--- src/rtl/tape_loader_pkg.sv ---
package tape_loader_pkg;
    localparam int WORD_W    = 18;
    localparam int ADDR_W    = 12;
    localparam int LINE_W    = 8;
    localparam int LINES_PW  = 3;
    localparam int SEXT_W    = WORD_W / LINES_PW;
    localparam int OPC_W     = 5;
    localparam int MARK_HOLE = LINE_W - 1;

    localparam logic [OPC_W-1:0] OPC_DEPOSIT = 5'b01101;
    localparam logic [OPC_W-1:0] OPC_JUMP    = 5'b11000;

    typedef enum logic [1:0] {
        S_IDLE  = 2'd0,
        S_CMD   = 2'd1,
        S_DATA  = 2'd2,
        S_FAULT = 2'd3
    } load_state_t;
endpackage

--- src/rtl/tape_word_assembler.sv ---
module tape_word_assembler
    import tape_loader_pkg::*;
(
    input  logic              clk,
    input  logic              rst_n,
    input  logic              clear,
    input  logic              enable,
    input  logic              line_valid,
    input  logic [LINE_W-1:0] line_holes,
    output logic              word_ok,
    output logic [WORD_W-1:0] word
);
    localparam int CNT_W = $clog2(LINES_PW);

    logic [CNT_W-1:0]  count_q;
    logic [SEXT_W-1:0] sext_q [LINES_PW-1];
    logic              accept;
    logic              last_line;

    assign accept    = enable && line_valid && line_holes[MARK_HOLE] && !clear;
    assign last_line = (count_q == CNT_W'(LINES_PW - 1));
    assign word_ok   = accept && last_line;

    always_ff @(posedge clk or negedge rst_n) begin
        if (!rst_n) begin
            count_q <= '0;
        end else if (clear) begin
            count_q <= '0;
        end else if (accept) begin
            count_q <= last_line ? '0 : count_q + 1'b1;
        end
    end

    for (genvar g = 0; g < LINES_PW - 1; g++) begin : g_sext
        always_ff @(posedge clk or negedge rst_n) begin
            if (!rst_n) begin
                sext_q[g] <= '0;
            end else if (accept && count_q == CNT_W'(g)) begin
                sext_q[g] <= line_holes[SEXT_W-1:0];
            end
        end
        assign word[WORD_W-1-g*SEXT_W -: SEXT_W] = sext_q[g];
    end
    assign word[SEXT_W-1:0] = line_holes[SEXT_W-1:0];


    count_range_chk: assert property (@(posedge clk) disable iff (!rst_n)
        count_q < CNT_W'(LINES_PW));


    unmarked_hold_chk: assert property (@(posedge clk) disable iff (!rst_n)
        (line_valid && !line_holes[MARK_HOLE] && !clear) |=> $stable(count_q));
endmodule

--- src/rtl/loader_cmd_decode.sv ---
module loader_cmd_decode
    import tape_loader_pkg::*;
(
    input  logic [WORD_W-1:0] word,
    output logic              is_deposit,
    output logic              is_jump,
    output logic [ADDR_W-1:0] target
);
    logic [OPC_W-1:0] opc;

    assign opc        = word[WORD_W-1 -: OPC_W];
    assign is_deposit = (opc == OPC_DEPOSIT);
    assign is_jump    = (opc == OPC_JUMP);
    assign target     = word[ADDR_W-1:0];
endmodule

--- src/rtl/tape_boot_loader.sv ---
module tape_boot_loader
    import tape_loader_pkg::*;
(
    input  logic              clk,
    input  logic              rst_n,
    input  logic              start,
    input  logic              line_valid,
    input  logic [7:0]        line_holes,
    output logic              mem_we,
    output logic [11:0]       mem_addr,
    output logic [17:0]       mem_wdata,
    output logic              run_req,
    output logic [11:0]       run_addr,
    output logic              load_err,
    output logic              busy
);
    load_state_t       state_q, state_d;
    logic              word_ok;
    logic [WORD_W-1:0] word;
    logic              is_deposit, is_jump;
    logic [ADDR_W-1:0] target;
    logic              active;

    assign active = (state_q == S_CMD) || (state_q == S_DATA);
    assign busy   = active;

    tape_word_assembler asm_i (
        .clk        (clk),
        .rst_n      (rst_n),
        .clear      (start),
        .enable     (active),
        .line_valid (line_valid),
        .line_holes (line_holes),
        .word_ok    (word_ok),
        .word       (word)
    );

    loader_cmd_decode dec_i (
        .word       (word),
        .is_deposit (is_deposit),
        .is_jump    (is_jump),
        .target     (target)
    );

    always_comb begin
        state_d = state_q;
        if (start) begin
            state_d = S_CMD;
        end else begin
            unique case (state_q)
                S_IDLE:  state_d = S_IDLE;
                S_FAULT: state_d = S_FAULT;
                S_CMD: begin
                    if (word_ok) begin
                        if (is_deposit)   state_d = S_DATA;
                        else if (is_jump) state_d = S_IDLE;
                        else              state_d = S_FAULT;
                    end
                end
                S_DATA: if (word_ok) state_d = S_CMD;
                default: state_d = S_IDLE;
            endcase
        end
    end

    always_ff @(posedge clk or negedge rst_n) begin
        if (!rst_n) state_q <= S_IDLE;
        else        state_q <= state_d;
    end

    always_ff @(posedge clk or negedge rst_n) begin
        if (!rst_n) begin
            mem_we    <= 1'b0;
            mem_addr  <= '0;
            mem_wdata <= '0;
            run_req   <= 1'b0;
            run_addr  <= '0;
            load_err  <= 1'b0;
        end else begin
            mem_we  <= 1'b0;
            run_req <= 1'b0;
            if (start) begin
                load_err <= 1'b0;
            end else if (word_ok && state_q == S_CMD) begin
                if (is_deposit) begin
                    mem_addr <= target;
                end else if (is_jump) begin
                    run_req  <= 1'b1;
                    run_addr <= target;
                end else begin
                    load_err <= 1'b1;
                end
            end else if (word_ok && state_q == S_DATA) begin
                mem_we    <= 1'b1;
                mem_wdata <= word;
            end
        end
    end


    we_pulse_chk: assert property (@(posedge clk) disable iff (!rst_n)
        mem_we |=> !mem_we);


    we_after_data_chk: assert property (@(posedge clk) disable iff (!rst_n)
        mem_we |-> (state_q == S_CMD || $past(start)));


    run_pulse_chk: assert property (@(posedge clk) disable iff (!rst_n)
        run_req |=> !run_req);


    run_ends_chk: assert property (@(posedge clk) disable iff (!rst_n)
        (run_req && !start) |-> state_q == S_IDLE);


    err_sticky_chk: assert property (@(posedge clk) disable iff (!rst_n)
        (load_err && !start) |=> load_err);


    err_no_write_chk: assert property (@(posedge clk) disable iff (!rst_n)
        (load_err && !$past(start)) |-> !mem_we);
endmodule

--- config.mk ---
export PLATFORM = sky130hd
export DESIGN_NAME = tape_boot_loader
export DESIGN_NICKNAME = d
export VERILOG_FILES = /design/src/rtl/tape_loader_pkg.sv /design/src/rtl/tape_word_assembler.sv /design/src/rtl/loader_cmd_decode.sv /design/src/rtl/tape_boot_loader.sv
export SDC_FILE = /design/constraint.sdc
export NUM_CORES = 1
export LEC_CHECK = 0
export CAP_MARGIN = 5
export CORE_ASPECT_RATIO = 1.5
export CORE_MARGIN = 3
export CORE_UTILIZATION = 38
export CTS_CLUSTER_SIZE = 12
export DETAILED_ROUTE_END_ITERATION = 16
export GPL_TIMING_DRIVEN = 0
export PLACE_DENSITY = 0.59
export SYNTH_ARGS = -nofsm -noshare
export SYNTH_HDL_FRONTEND = slang
export SYNTH_HIERARCHICAL = 1
export SYNTH_SLANG_ARGS = --single-unit
--- constraint.sdc ---
create_clock -name clk -period 5.6 [get_ports clk]
set_input_delay 0.56 -clock clk [delete_from_list [all_inputs] [get_ports clk]]
set_output_delay 0.56 -clock clk [all_outputs]
set_load 0.1 [all_outputs]
==> reports/metrics.csv <==
metric;value;unit
DPL Wire Length;3.59;mm
Layout area overhead;32.6;%
combinational fraction of design power;23.1;%
IO Pins;58;
Max-Cap Viols;0;
top_reg_cell synth;dfrtp_1;
CTS Buf Count;9;
Row Count;37;
status;completed;
top-area cell type share of the netlist area;56.4;%
initial antenna violation count;0;
FMAX;344;MHz
Critical Path Sink Type;output port;
critical path data required time;5.04;ns
Die H;109;um
Max Fanout on Critical Path;5;
vias in the first global route;1637;
GRT overflow;0;
clock sink count;61;
Multi-input gate area;981;um^2
Post-CTS Setup Repair Bufs;0;
WL final;5.15;mm
Die W;74.9;um
startpoint types;flip-flop;
commonest non-fill, non-tap cell in the layout;dfrtp_1;
Ant. Diodes;0;
hold_buf cts;0;
largest net degree at the start of global routing;62;
final period utilization;52.0;%
FILL cells;614;
GRT Overall Usage;14.0;%
sequential fraction of the synthesis area;56.4;%
CTS tree;built;
final net count;264;
Sequential cell area;1530;um^2
Post-synth EDFFs;0;
clk_lat worst skew;0.33;ns
Placer Congestion;0.664;
syn nets;197;
Synth Instances;180;
Final setup violation count;0;
flop and latch count out of synthesis;61;
post-CTS resize count;0;
Post-route DRC;0;
Clock Skews;0.00860;ns
DR iter-0 viols;58;
RSZ-0062 raised after global routing;false;
Final Cell Area;3590;um^2
Cell Area, Synth;2710;um^2
Peak supply drop;0.235;mV
Total Neg Setup Slack;0;ns
Sw Pwr;367;uW
critical path class;reg2out;
CTS Buffer Depth;2;
Final Power;1280;uW
Root Driver;clkbuf_8;
clock share of power;34.5;%
ANT nets after route;0;
Netlist cell types;31;
DR WL/cell;15.6;um
sequential power share;42.4;%
Leak Pwr;0.00172;uW
sw frac;28.8;%
routed vias/inst;4.81;
I/O Buffers;56;
Die ar.;8190;um^2
Max transition margin;33.0;%
first-pass GRT wire length;8.42;mm
Int Pwr;908;uW
core region area;6900;um^2
drt pass-1 iters;3;
asr flop ratio synth;100;%
largest area contributor in the synthesized netlist;dfrtp_1;
max-slew violation count;0;
share of layout cells above drive strength 1;40.5;%
main area contributors after synthesis;dfrtp_1 (56%), mux2_2 (16%), mux2_4 (8.3%), buf_4 (5.0%), ha_1 (2.3%);
placed cell areas;3360;um^2
Period minus WS final;2.91;ns
WP data arrival;2.35;ns
vias;1587;
Ys Warns;6;
actual slew at the worst max-slew pin;1.00;ns
CTS HTree Levels;3;
Mean Syn Cell Area;15.0;um^2
register clock-pin slew on the reported worst setup and hold paths;0.07;ns
Initial Util;39.2;%
most frequent cells in the layout;dfrtp_1 (61), clkdlybuf4s50_1 (55), mux2_2 (39);
Power Dens Cells;356;nW/um^2
HP Class;in2async;
final-report hold violation count;0;
==> cell type report <==
| type | count | share of cell area, % |
|---|---|---|
| buffer | 23 | 5.09 |
| clock buffer | 12 | 4.33 |
| clock inverter | 4 | 1.95 |
| inverter | 4 | 0.419 |
| multi-input combinational | 92 | 27.4 |
| sequential | 61 | 42.6 |
| tap | 78 | 2.72 |
| timing repair buffer | 56 | 15.6 |
==> layer usage <==
layer	vias to the layer above	global-route usage (%)	share of wire, %
met1	793	18.5	43
met3	7	3.84	4.9
met2	39	21.2	51
li1	748	-	-
met4	0	6.11	1.4
met5	-	0	0
==> synth_stat cells, types with 2 or more instances <==
cell type / count
inv_1: 4
buf_2: 2
nor4b_4: 2
dfrtp_1: 61
nor2_1: 2
ha_1: 5
mux2_2: 39
mux2_4: 15
nand2_1: 4
buf_4: 18
a21oi_1: 4
nand3_1: 3
buf_6: 2
nand2b_4: 2
==> path summary, 6_finish.rpt <==
path,to,start,slack (ns),cells past startpoint
setup reg to reg,mem_wdata[9],state_q[0],3.06,9
min in group clk,run_addr[8],run_addr[8],0.50,1
setup / recovery,busy,state_q[0],2.69,3
max in group asynchronous,mem_addr[11],rst_n,4.77,1
hold reg to reg,run_addr[8],run_addr[8],0.50,1
hold / removal,run_addr[0],rst_n,0.30,1
==> power by group through the flow <==
stage	clock, uW	sequential, uW	combinational [uW]
5_1_grt	473	550	321
3_5_place_dp	0	549	296
4_1_cts	452	541	299
3_3_place_gp	0	548	294
6_report	440	541	294
2_1_floorplan	0	539	238
==> metrics by stage <==
step                instances  utilization, %  hold slack, ns  setup WS, ns
detailed placement        314            48.7           0.493          2.69
global placement          314            48.8           0.487          1.91
CTS                       330            52.0           0.341          2.66
finish                    330            52.0           0.302          2.69
global route              330            52.0           0.364          2.60
floorplan                 180               -           0.264          2.65
==> logic make-up after synthesis <==
group	Yosys count	synth area share [%]
and+or+nand+nor	24	7.17
DFF	61	56.4
adders and majority gates	5	2.31
muxes	54	24.6
AOI/OAI and AO/OA	9	2.22
buffers and inverters	27	7.31
==> registers in the layout, summed over array words and instances, names as in the netlist <==
register       count
asm_i/count_q      2
run_addr          12
mem_wdata         18
state_q            2
mem_we             1
asm_i/word        12
load_err           1
mem_addr          12
run_req            1
==> critical path, stage by stage (launching register included) <==
cell and delay, ns:
dfrtp_1 0.43, inv_1 0.09, ha_1 0.35, clkdlybuf4s50_1 1.15
Note: power is estimated with default switching activity, not from simulation.
